[config.mk]
export PLATFORM = sky130hd
export DESIGN_NAME = evcnt_top
export DESIGN_NICKNAME = d
export VERILOG_FILES = /design/src/rtl/evcnt_pkg.sv /design/src/rtl/evcnt_sync.sv /design/src/rtl/evcnt_edge.sv /design/src/rtl/evcnt_qual.sv /design/src/rtl/evcnt_core.sv /design/src/rtl/evcnt_top.sv
export SDC_FILE = /design/constraint.sdc
export NUM_CORES = 1
export LEC_CHECK = 0
export ABC_AREA = 0
export CAP_MARGIN = 0
export CORE_ASPECT_RATIO = 0.75
export CORE_MARGIN = 4
export CORE_UTILIZATION = 41
export DETAILED_ROUTE_END_ITERATION = 10
export PLACE_DENSITY = 0.72
export REMOVE_ABC_BUFFERS = 1
export SYNTH_ARGS = -nofsm -noshare
export SYNTH_HDL_FRONTEND = slang
export SYNTH_SLANG_ARGS = --single-unit
[constraint.sdc]
create_clock -name clk -period 4.8 [get_ports clk]
set_input_delay 0.72 -clock clk [delete_from_list [all_inputs] [get_ports clk]]
set_output_delay 0.72 -clock clk [all_outputs]
set_load 0.03 [all_outputs]
[src/rtl/evcnt_pkg.sv]
package evcnt_pkg;

  typedef enum logic [1:0] {
    MODE_TIMER = 2'b00,
    MODE_RISE  = 2'b01,
    MODE_FALL  = 2'b10,
    MODE_BOTH  = 2'b11
  } cnt_mode_e;

  localparam int unsigned MODE_W = 2;

endpackage

[src/rtl/evcnt_sync.sv]
module evcnt_sync #(
  parameter int unsigned WIDTH  = 4,
  parameter int unsigned STAGES = 2
) (
  input  logic             clk,
  input  logic             rst,
  input  logic [WIDTH-1:0] d_async,
  output logic [WIDTH-1:0] d_sync
);

  logic [WIDTH-1:0] stage_q [STAGES];

  for (genvar s = 0; s < STAGES; s++) begin : g_stage
    if (s == 0) begin : g_first
      always_ff @(posedge clk) begin
        if (rst) stage_q[s] <= '0;
        else     stage_q[s] <= d_async;
      end
    end else begin : g_next
      always_ff @(posedge clk) begin
        if (rst) stage_q[s] <= '0;
        else     stage_q[s] <= stage_q[s-1];
      end
    end
  end

  assign d_sync = stage_q[STAGES-1];

endmodule

[src/rtl/evcnt_edge.sv]
module evcnt_edge #(
  parameter int unsigned N_CH = 4
) (
  input  logic            clk,
  input  logic            rst,
  input  logic [N_CH-1:0] lvl,
  output logic [N_CH-1:0] rise,
  output logic [N_CH-1:0] fall
);

  logic [N_CH-1:0] hist_q;

  always_ff @(posedge clk) begin
    if (rst) hist_q <= '0;
    else     hist_q <= lvl;
  end

  for (genvar c = 0; c < N_CH; c++) begin : g_ch
    assign rise[c] =  lvl[c] & ~hist_q[c];
    assign fall[c] = ~lvl[c] &  hist_q[c];
  end

endmodule

[src/rtl/evcnt_qual.sv]
module evcnt_qual
  import evcnt_pkg::*;
#(
  parameter int unsigned N_CH  = 4,
  parameter int unsigned SEL_W = 2
) (
  input  cnt_mode_e        mode,
  input  logic [SEL_W-1:0] sel,
  input  logic [N_CH-1:0]  rise,
  input  logic [N_CH-1:0]  fall,
  output logic             tick
);

  localparam int unsigned N_PAD = 1 << SEL_W;

  logic [N_PAD-1:0] rise_pad, fall_pad;
  logic             r_sel, f_sel;

  assign rise_pad = N_PAD'(rise);
  assign fall_pad = N_PAD'(fall);
  assign r_sel    = rise_pad[sel];
  assign f_sel    = fall_pad[sel];

  always_comb begin
    unique case (mode)
      MODE_TIMER: tick = 1'b1;
      MODE_RISE:  tick = r_sel;
      MODE_FALL:  tick = f_sel;
      MODE_BOTH:  tick = r_sel | f_sel;
      default:    tick = 1'b0;
    endcase
  end

endmodule

[src/rtl/evcnt_core.sv]
module evcnt_core #(
  parameter int unsigned CNT_W = 32
) (
  input  logic             clk,
  input  logic             rst,
  input  logic             en,
  input  logic             tick,
  output logic [CNT_W-1:0] count
);

  always_ff @(posedge clk) begin
    if (rst)              count <= '0;
    else if (en && tick)  count <= count + CNT_W'(1);
  end

endmodule

[src/rtl/evcnt_top.sv]
module evcnt_top
  import evcnt_pkg::*;
#(
  parameter int unsigned CNT_W    = 32,
  parameter int unsigned N_CH     = 4,
  parameter int unsigned SYNC_STG = 2,
  localparam int unsigned SEL_W   = (N_CH > 1) ? $clog2(N_CH) : 1,
  localparam int unsigned CTRL_W  = MODE_W + SEL_W
) (
  input  logic              clk,
  input  logic              rst,
  input  logic              en,
  input  logic [CTRL_W-1:0] ctrl,
  input  logic [N_CH-1:0]   cap_in,
  output logic [CNT_W-1:0]  count
);

  cnt_mode_e        mode;
  logic [SEL_W-1:0] sel;
  logic [N_CH-1:0]  lvl_sync, rise, fall;
  logic             tick;

  assign mode = cnt_mode_e'(ctrl[MODE_W-1:0]);
  assign sel  = ctrl[CTRL_W-1:MODE_W];

  evcnt_sync #(.WIDTH(N_CH), .STAGES(SYNC_STG)) u_sync (
    .clk(clk), .rst(rst), .d_async(cap_in), .d_sync(lvl_sync)
  );

  evcnt_edge #(.N_CH(N_CH)) u_edge (
    .clk(clk), .rst(rst), .lvl(lvl_sync), .rise(rise), .fall(fall)
  );

  evcnt_qual #(.N_CH(N_CH), .SEL_W(SEL_W)) u_qual (
    .mode(mode), .sel(sel), .rise(rise), .fall(fall), .tick(tick)
  );

  evcnt_core #(.CNT_W(CNT_W)) u_core (
    .clk(clk), .rst(rst), .en(en), .tick(tick), .count(count)
  );

endmodule

==> metrics.md, run 1 <==
| Metric | Value |
|---|---|
| Launch point of the worst path | `ctrl[2]` |
| Clk_skew | `0.009527 ns` |
| CTS tree | `built` |
| P_leak | `1.097 nW` |
| Min-delay worst type | `reg2reg` |
| First DRT Iteration DRCs | `82` |
| Vert. Die Dim | `75.74 um` |
| Worst-path clk slew | `0.09 ns` |
| Initial Util | `0.4262` |
| FP Rows | `24` |
| Num ports | `43` |
| PortBufs | `42` |
| Critical path class | `in2reg` |
| Maximum vdd drop | `0.1314 mV` |
| # clock sinks | `44` |
| Clock share of power | `0.478` |
| Largest net degree at the start of global routing | `75` |
| Max-cap viol count | `0` |
| Routed Antenna Nets | `0` |
| First-pass DRT Iterations | `4` |
| Final min period | `2.893 ns` |
| Initial antenna violation count | `0` |
| Max clock buf depth | `2` |
| Die Wd | `98.32 um` |
| Layout Nets | `317` |
| #FFs+latches synth | `44` |
| Critical R2R Capture | `u_core.count[6]` |
| Fin crit share | `0.6028` |
| Post-synthesis sequential area ratio | `0.3511` |
| Total core area | `0.005886 mm2` |
| Status | `completed` |
| Gate power share | `0.072` |
| Worst r2r src | `u_edge.hist_q[0]` |
| Post-synthesis cell area | `0.002509 mm2` |
| Power Density | `266.9 mW/mm2` |
| Clk root buf | `clkbuf_8` |
| H-tree Lvls | `2` |
| Ratio of cells with drive above 1 in the final layout | `0.2059` |
| Slew @ Worst Pin | `0.8576 ns` |
| Avg Inst Size Synth | `9.326 um2` |
| Die area | `0.007447 mm2` |
| GRT Util Overall | `0.1469` |
| Placement Setup Slack | `1.616 ns` |
| CP max FO | `16` |
| Leading cell types in the layout, fill and taps excluded | `nor2b_1, dfxtp_1, clkdlybuf4s50_1, nor2_1, mux2_4` |
| Setup crit start kind | `input port` |
| Synth cell types | `42` |
| Worst Reg-to-Reg Cells | `5` |
| Final Hold Viols | `0` |
| Count of synthesis-stage warnings from yosys | `0` |
| GRT overflow | `0` |
| Worst-skew pair later-pin latency | `0.30 ns` |
| Vias in the first global route | `1807` |
| CTS Buf Count | `5` |
| WP data arrival | `3.09 ns` |
| Fin util | `0.5276` |
| Net Sw Frac | `0.2134` |
| Final HPWL from detailed placement | `3720 um` |
| Hold buffers post-CTS | `0` |
| Reg2Reg Setup Slack | `2.52 ns` |
| Antenna cells | `0` |
| NetSw | `0.1769 mW` |
| Area grow syn2layout | `23.79%` |
| CP endpoint kind | `flop` |
| Placer congestion estimate | `0.8047` |
| Commonest non-fill, non-tap cell in the layout | `nor2b_1` |
| Post-Route Setup TNS | `0 ns` |
| RSZ-0062 raised after global routing | `no` |
| DR WL/cell | `14.01 um` |
| Int Power | `0.6521 mW` |
| Relative slew slack | `0.4267` |
| Routed Wire Length | `5381 um` |
| Gate Count Post-Synth | `269` |
| DRC Markers | `0` |
| Vias per Instance | `5.180` |
| First-pass GRT wire length | `8797 um` |
| Final WS setup | `1.907 ns` |
| CTS resizes | `0` |
| Reg power frac | `0.450` |
| Worst Setup EP | `u_core.count[6]` |
| Fin. max-slew vios | `0` |
| Req. time, crit path | `5.00 ns` |
| Via count | `1989` |
| F_max | `345.6 MHz` |
| Total setup buffers inserted after CTS | `0` |
| Final setup fails | `0` |
| Filler cells | `567` |
-- synth_stat cells, drive strengths merged --
library cell | n | area share
mux4 | 1 | 0.0090
a2111oi | 4 | 0.017
a22o | 1 | 0.0035
o211ai | 1 | 0.0030
or2 | 1 | 0.0025
and4 | 4 | 0.014
nor3 | 1 | 0.0020
ha | 1 | 0.0050
nand2 | 10 | 0.015
mux2 | 30 | 0.16
o32a | 1 | 0.0040
a22oi | 1 | 0.0085
o2111ai | 1 | 0.0035
nand3 | 14 | 0.028
inv | 4 | 0.0060
clkbuf | 7 | 0.010
a21o | 1 | 0.0030
a31oi | 2 | 0.013
nor2b | 46 | 0.11
and2 | 1 | 0.0025
and3b | 1 | 0.0035
nand4 | 13 | 0.032
nor3b | 1 | 0.0030
dfxtp | 44 | 0.35
nor2 | 37 | 0.055
buf | 7 | 0.022
and3 | 4 | 0.010
a211oi | 6 | 0.026
nor4 | 1 | 0.0050
nand2b | 2 | 0.0050
a21oi | 21 | 0.061
-- flip-flops by register name, indices dropped and copies added, names as in the netlist --
register	flops
u_core.count	32
u_sync.stage_q	8
u_edge.hist_q	4
-- per-layer routing --
| layer | track usage | wire length, um | up-vias |
|---|---|---|---|
| met5 | 0 | 0 | - |
| li1 | - | - | 1021 |
| met4 | 0.03636 | 23 | 0 |
| met1 | 0.2043 | 2806 | 926 |
| met2 | 0.2315 | 2329 | 40 |
| met3 | 0.03660 | 220 | 2 |
-- critical path, stage by stage --
cell,delay (ns)
clkdlybuf4s50_1,0.50
nor3b_1,0.24
o32a_1,0.26
nand3_1,0.64
a21oi_1,0.37
mux2_2,0.35
-- stage by stage --
step	hold slack, ns	instances	total power, mW	cell area, um2
finish	0.4447	384	0.8289	3105
global route	0.4659	384	0.8596	3105
CTS	0.4487	384	0.8354	3105
detailed placement	0.4276	376	0.4410	2947
global placement	0.4175	376	0.4388	2947
floorplan	0.4138	255	0.4127	2426
-- layout make-up --
cell class              count  area (um2)  area share
flip-flops and latches     44       880.8      0.2836
multi-input cells         207        1530      0.4927
repair buffers             43       422.9      0.1362
inverters                   4       15.01    0.004835
well taps                  78       97.59     0.03143
clock inverters             3       90.09     0.02901
clock buffers               5       68.82     0.02216
-- cells by family after synthesis --
group | Yosys count | synth area share
compound gates | 39 | 0.1431
fa+ha+maj | 1 | 0.004987
buf+inv | 18 | 0.03891
flops | 44 | 0.3511
mux | 31 | 0.1691
simple gates | 136 | 0.2928
-- power by group through the flow --
| stage | combinational (mW) | clock, mW | sequential [mW] |
|---|---|---|---|
| 2_1_floorplan | 0.0298 | 0 | 0.383 |
| 3_3_place_gp | 0.0574 | 0 | 0.381 |
| 3_5_place_dp | 0.0594 | 0 | 0.382 |
| 4_1_cts | 0.0597 | 0.403 | 0.373 |
| 5_1_grt | 0.0654 | 0.420 | 0.374 |
| 6_report | 0.0593 | 0.397 | 0.373 |
-- worst min path at each step --
stage	from	endpoint	slack, ns	cells after the start
2_1_floorplan	u_sync.stage_q[0][0]	u_sync.stage_q[1][0]	0.41	1
3_3_place_gp	u_sync.stage_q[0][2]	u_sync.stage_q[1][2]	0.42	1
3_5_place_dp	u_sync.stage_q[0][2]	u_sync.stage_q[1][2]	0.43	1
4_1_cts	u_sync.stage_q[0][2]	u_sync.stage_q[1][2]	0.45	1
5_1_grt	u_sync.stage_q[0][0]	u_sync.stage_q[1][0]	0.47	1
6_report	u_sync.stage_q[0][2]	u_sync.stage_q[1][2]	0.44	1
Power figures use the tool's default switching activity.
==> run 2, diff against run 1 <==
--- a/config.mk
+++ b/config.mk
@@ -11,7 +11,7 @@
 export CORE_MARGIN = 4
 export CORE_UTILIZATION = 41
 export DETAILED_ROUTE_END_ITERATION = 10
-export PLACE_DENSITY = 0.72
+export PLACE_DENSITY = 0.75
 export REMOVE_ABC_BUFFERS = 1
 export SYNTH_ARGS = -nofsm -noshare
 export SYNTH_HDL_FRONTEND = slang
==> constraint.sdc (replaced) <==
create_clock -name clk -period 2.55 [get_ports clk]
set_input_delay 0.3825 -clock clk [delete_from_list [all_inputs] [get_ports clk]]
set_output_delay 0.3825 -clock clk [all_outputs]
set_load 0.03 [all_outputs]
==> run 2 against run 1 <==
Net effect: critical path depth rose by 1; die area stayed put; utilization is 1.5 points higher; cell count up 2.6%; via count up 4.8%; worst setup slack worse by 1.7 ns; clock power up 42%; final area up 2.8%; non-clock buffer count is 10 higher; first-iteration DRC count increased by 57%; sequential power grew 88%; critical path type unchanged.
==> metrics.md, run 2 (synthesis gave the netlist of run 1 again) <==
| Metric | Value |
|---|---|
| Layout Nets | `327 (+3.2%)` |
| Req. time, crit path | `2.75 ns (-2.25 ns)` |
| CTS tree | `built` |
| Final HPWL from detailed placement | `3843 um (+3.3%)` |
| Routed Wire Length | `5366 um (-0.28%)` |
| Vias in the first global route | `1924 (+6.5%)` |
| Antenna cells | `0 (unchanged)` |
| CP endpoint kind | `flop` |
| Final Hold Viols | `0 (unchanged)` |
| Total chip power | `1.399 mW (+69%)` |
| Maximum vdd drop | `0.2543 mV (+93%)` |
| Crit-path slowest cell | `clkdlybuf4s50_1` |
| Initial antenna violation count | `0 (unchanged)` |
| DRC Markers | `0 (unchanged)` |
| Min-delay worst type | `reg2reg` |
| Worst-path clk slew | `0.08 ns (about the same)` |
| Clk_skew | `0.01279 ns (+0.003260 ns)` |
| Commonest non-fill, non-tap cell in the layout | `nor2b_1` |
| Critical path class | `in2reg` |
| Worst-skew pair later-pin latency | `0.30 ns (about the same)` |
| Max clock buf depth | `2 (unchanged)` |
| Top reg by flops | `u_core.count` |
| CP Buf/Inv Count | `2 (+1)` |
| Vert. Die Dim | `75.74 um (unchanged)` |
| Largest net degree at the start of global routing | `75 (unchanged)` |
| Relative slew slack | `0.5806 (+0.1539)` |
| Crit path cell chain | `clkdlybuf4s50_1, and3b_1, o32a_1, a22oi_4, buf_12, a2111oi_0, mux2_2` |
| Max-cap viol count | `0 (unchanged)` |
| Setup crit start kind | `input port` |
| Total core area | `0.005886 mm2 (unchanged)` |
| Routed Antenna Nets | `0 (unchanged)` |
| Fin. max-slew vios | `0 (unchanged)` |
| Crit path max-delay family | `compound AO/OA/AOI/OAI gates` |
| Num ports | `43 (unchanged)` |
| CP max FO | `16 (unchanged)` |
| Fin crit share | `0.9121` |
| Area grow syn2layout | `27.28%` |
| Total setup buffers inserted after CTS | `0 (unchanged)` |
| Clk root buf | `clkbuf_8` |
| Final setup fails | `0 (unchanged)` |
| Final min period | `2.326 ns` |
| Die area | `0.007447 mm2 (unchanged)` |
| Status | `completed` |
| WP data arrival | `2.52 ns (-0.57 ns)` |
| Worst stage delay on the critical path | `0.56 ns (-0.08 ns)` |
| # clock sinks | `44 (unchanged)` |
| First-pass DRT Iterations | `4 (unchanged)` |
| P_leak | `1.150 nW (+4.8%)` |
| Hold buffers post-CTS | `0 (unchanged)` |
| Hold WS | `0.4444 ns (-0.0003080 ns)` |
| PortBufs | `42 (unchanged)` |
| H-tree Lvls | `2 (unchanged)` |
| Leading cell types in the layout, fill and taps excluded | `nor2b_1, dfxtp_1, clkdlybuf4s50_1, nor2_1, mux2_4` |
| Max reg flops | `32 (unchanged)` |
| Placer congestion estimate | `0.8204 (+2.0%)` |
| F_max | `429.9 MHz` |
| Power Density | `438.0 mW/mm2 (+64%)` |
| GRT Util Overall | `0.1532 (+0.006290)` |
| RSZ-0062 raised after global routing | `no` |
| Slew @ Worst Pin | `0.6243 ns (-0.2333 ns)` |
| Largest registers | `u_core.count x32, u_sync.stage_q x8, u_edge.hist_q x4` |
| Die Wd | `98.32 um (unchanged)` |
| Filler cells | `557 (-1.8%)` |
| FP Rows | `24 (unchanged)` |
| Vias per Instance | `5.292 (+2.2%)` |
| Initial Util | `0.4262 (unchanged)` |
| First-pass GRT wire length | `9232 um (+4.9%)` |
| DR WL/cell | `13.62 um (-2.8%)` |
| Ratio of cells with drive above 1 in the final layout | `0.2310 (+0.02513)` |
| Via count | `2085 (+4.8%)` |
| CTS Buf Count | `5 (unchanged)` |
| CTS resizes | `0 (unchanged)` |
| GRT overflow | `0 (unchanged)` |
| First DRT Iteration DRCs | `129 (+57%)` |
==> run 2: through the flow <==
| step | instance area [um2] | TNS [ns] | utilization | setup slack, ns | std cells |
|---|---|---|---|---|---|
| global placement | 3072 | 0 | 0.5219 | 0.04273 | 386 |
| global route | 3193 | 0 | 0.5425 | 0.1492 | 394 |
| finish | 3193 | 0 | 0.5425 | 0.2240 | 394 |
| floorplan | 2426 | 0 | - | 0.4275 | 255 |
| detailed placement | 3072 | -0.1003 | 0.5219 | -0.05293 | 386 |
| CTS | 3193 | 0 | 0.5425 | 0.2363 | 394 |
==> run 2: final timing paths <==
path	startpoint	slack, ns	end	cells past startpoint
max reg2reg	u_core.count[8]	0.33	u_core.count[31]	5
max	ctrl[2]	0.22	u_core.count[8]	7
min	u_sync.stage_q[0][3]	0.44	u_sync.stage_q[1][3]	1
min reg2reg	u_sync.stage_q[0][3]	0.44	u_sync.stage_q[1][3]	1
==> run 2: layer usage <==
layer	global-route usage	wire length, um	vias to the layer above
met3	0.03568	290	7
met4	0.04545	65	0
met5	0	0	-
met2	0.2419	2385	46
met1	0.2115	2624	992
li1	-	-	1040
==> run 2: power breakdown <==
part	switching, mW	internal, mW	total [mW]
Combinational	0.0746	0.0573	0.132
Clock	0.244	0.320	0.564
Sequential	0.00636	0.696	0.702
Total	0.325	1.07	1.40
==> run 2: area by class of cell <==
cell class                 instances  area [um2]  area share
clock buffer                       6       82.58     0.02586
timing repair buffer              53       548.0      0.1716
sequential                        44       880.8      0.2759
clock inverter                     2       38.79     0.01215
tap                               78       97.59     0.03056
multi-input combinational        207        1530      0.4792
inverter                           4       15.01    0.004702
==> run 2: worst register-to-register path, delay by kind of cell (launching register included) <==
family             cells  cell delay [ns]
DFF                    1             0.45
and+or+nand+nor        3             0.97
muxes                  1             0.35
AOI/OAI and AO/OA      1             0.35
==> run 3, diff against run 2 <==
--- a/config.mk
+++ b/config.mk
@@ -9,9 +9,10 @@
 export CAP_MARGIN = 0
 export CORE_ASPECT_RATIO = 0.75
 export CORE_MARGIN = 4
-export CORE_UTILIZATION = 41
+export CORE_UTILIZATION = 40
+export CTS_CLUSTER_SIZE = 16
 export DETAILED_ROUTE_END_ITERATION = 10
-export PLACE_DENSITY = 0.75
+export PLACE_DENSITY = 0.74
 export REMOVE_ABC_BUFFERS = 1
 export SYNTH_ARGS = -nofsm -noshare
 export SYNTH_HDL_FRONTEND = slang
==> run 3 against run 2 <==
Net effect: total power increased by 0.75%; utilization shrank 0.30 points; final area up 0.47%; hold slack worse by 0.0051 ns; non-clock buffer count up 2; highest routed layer unchanged.
==> metrics.md, run 3 (synthesis gave the netlist of run 1 again) <==
| Metric | Value |
|---|---|
| Post-Route Setup TNS | `0 ns (unchanged)` |
| Cell count after placement | `388 (+0.52%)` |
| Total chip power | `1.409 mW (+0.75%)` |
| DR WL/cell | `14.24 um (+4.6%)` |
| Fin crit share | `0.8975 (-0.01467)` |
| FP Rows | `24 (unchanged)` |
| Final setup fails | `0 (unchanged)` |
| Worst hold stages | `1 (unchanged)` |
| Initial antenna violation count | `0 (unchanged)` |
| Maximum vdd drop | `0.3564 mV (+40%)` |
| CP endpoint kind | `flop` |
| RSZ-0062 raised after global routing | `no` |
| First DRT Iteration DRCs | `74 (-43%)` |
| Crit-path slowest cell | `clkdlybuf4s50_1` |
| DRC Markers | `0 (unchanged)` |
| Status | `completed` |
| Hold buffers post-CTS | `0 (unchanged)` |
| # clock sinks | `44 (unchanged)` |
| Total setup buffers inserted after CTS | `0 (unchanged)` |
| Fin. max-slew vios | `0 (unchanged)` |
| Initial Util | `0.4219 (-0.004305)` |
| Filler cells | `540 (-3.1%)` |
| P_leak | `1.160 nW (+0.89%)` |
| Multi-input logic area | `0.001530 mm2 (unchanged)` |
| Worst Reg-to-Reg Cells | `5 (unchanged)` |
| Reg2Reg Setup Slack | `0.32 ns (about the same)` |
| CP max FO | `8 (-8)` |
| Power Density | `439.3 mW/mm2 (+0.28%)` |
| Vias per Instance | `5.212 (-1.5%)` |
| Layout Nets | `329 (+0.61%)` |
| Antenna cells | `0 (unchanged)` |
| Final min period | `2.289 ns (-0.03741 ns)` |
| Area grow syn2layout | `27.88%` |
| Slew @ Worst Pin | `0.5809 ns (-0.04339 ns)` |
| Min-delay worst type | `reg2reg` |
| CTS tree | `built` |
| Placer congestion estimate | `0.8096 (-1.3%)` |
| GRT overflow | `0 (unchanged)` |
| Worst stage delay on the critical path | `0.58 ns (+0.02 ns)` |
| Num ports | `43 (unchanged)` |
| Launch point of the worst path | `ctrl[2]` |
| Via count | `2064 (-1.0%)` |
| Vias in the first global route | `1985 (+3.2%)` |
| Vert. Die Dim | `76.59 um (+1.1%)` |
| CTS resizes | `0 (unchanged)` |
| Max-cap viol count | `0 (unchanged)` |
| First-pass DRT Iterations | `4 (unchanged)` |
| Max reg flops | `32 (unchanged)` |
| Worst r2r src | `u_core.count[8]` |
| GRT Util Overall | `0.1534 (+0.0001579)` |
| First-pass GRT wire length | `9584 um (+3.8%)` |
| Critical R2R Capture | `u_core.count[31]` |
| Final Hold Viols | `0 (unchanged)` |
| Total core area | `0.005946 mm2 (+1.0%)` |
| Die Wd | `99.45 um (+1.1%)` |
| Leading cell types in the layout, fill and taps excluded | `nor2b_1, dfxtp_1, clkdlybuf4s50_1, nor2_1, mux2_4` |
| Commonest non-fill, non-tap cell in the layout | `nor2b_1` |
| Clk_skew | `0.01157 ns (-0.001214 ns)` |
| Routed Wire Length | `5641 um (+5.1%)` |
| Relative slew slack | `0.6098 (+0.02915)` |
| Largest net degree at the start of global routing | `38 (-49%)` |
| Worst Setup EP | `u_core.count[22]` |
| Max clock buf depth | `2 (unchanged)` |
| Largest registers | `u_core.count x32, u_sync.stage_q x8, u_edge.hist_q x4` |
| Finished Layout Cells | `396 (+0.51%)` |
| CTS Buf Count | `5 (unchanged)` |
| Top reg by flops | `u_core.count` |
| Req. time, crit path | `2.76 ns (about the same)` |
| Routed Antenna Nets | `0 (unchanged)` |
| Worst-path clk slew | `0.09 ns (about the same)` |
| PortBufs | `42 (unchanged)` |
| H-tree Lvls | `2 (unchanged)` |
| Clk root buf | `clkbuf_8` |
| Critical path class | `in2reg` |
| WP data arrival | `2.50 ns (-0.02 ns)` |
| Setup crit start kind | `input port` |
| Final HPWL from detailed placement | `4231 um (+10%)` |
| Ratio of cells with drive above 1 in the final layout | `0.2358 (+0.004836)` |
| Worst-skew pair later-pin latency | `0.31 ns (about the same)` |
| Die area | `0.007616 mm2 (+2.3%)` |
| F_max | `437.0 MHz (+1.6%)` |
| Crit path cell chain | `clkdlybuf4s50_1, and3b_1, o32a_1, a22oi_4, buf_12, a2111oi_0, mux2_2` |
| Reg area | `880.8 um2 (unchanged)` |
-- run 3: cell count changes in the layout (fill, tap and decap cells not counted) --
| cell | delta |
|---|---|
| buf_4 | +2 |
-- run 3: critical path: cells and delay by family --
kind | cells | cell delay (ns)
compound gates | 3 | 0.80
mux | 1 | 0.38
simple gates | 1 | 0.19
buf+inv | 2 | 0.74
-- run 3: through the flow --
| step | area [um2] | util | worst slack [ns] | hold WS [ns] |
|---|---|---|---|---|
| 6_report | 3208 | 0.5396 | 0.2614 | 0.4393 |
| 2_1_floorplan | 2426 | - | 0.4275 | 0.4138 |
| 3_3_place_gp | 3087 | 0.5192 | 0.01027 | 0.4176 |
| 4_1_cts | 3208 | 0.5396 | 0.2351 | 0.4492 |
| 3_5_place_dp | 3087 | 0.5192 | -0.1046 | 0.4283 |
| 5_1_grt | 3208 | 0.5396 | 0.1318 | 0.4616 |
-- run 3: per-layer routing --
metal	global-route usage	wire length [um]	vias up
li1	-	-	1045
met1	0.2064	2720	972
met2	0.2373	2582	41
met3	0.04300	280	6
met4	0.04638	57	0
met5	0	0	-
-- run 3: how the worst min path moves through the flow --
stage                               from                    to  slack [ns]
global route        u_sync.stage_q[0][1]  u_sync.stage_q[1][1]        0.46
CTS                 u_sync.stage_q[0][2]  u_sync.stage_q[1][2]        0.45
global placement    u_sync.stage_q[0][1]  u_sync.stage_q[1][1]        0.42
finish              u_sync.stage_q[0][2]  u_sync.stage_q[1][2]        0.44
detailed placement  u_sync.stage_q[0][2]  u_sync.stage_q[1][2]        0.43
floorplan           u_sync.stage_q[0][0]  u_sync.stage_q[1][0]        0.41
-- run 3: area by class of cell --
class                           count  area share
Timing Repair Buffer               55      0.1755
Tap cell                           78     0.03042
Clock inverter                      2     0.01209
Multi-Input combinational cell    207      0.4770
Sequential cell                    44      0.2746
Clock buffer                        6     0.02574
Inverter                            4    0.004680
-- run 3: report_power, final --
group	internal, mW	total [mW]	switching [mW]
clock network	0.321	0.572	0.252
registers	0.696	0.702	0.00626
logic	0.0597	0.135	0.0750
total	1.08	1.41	0.333
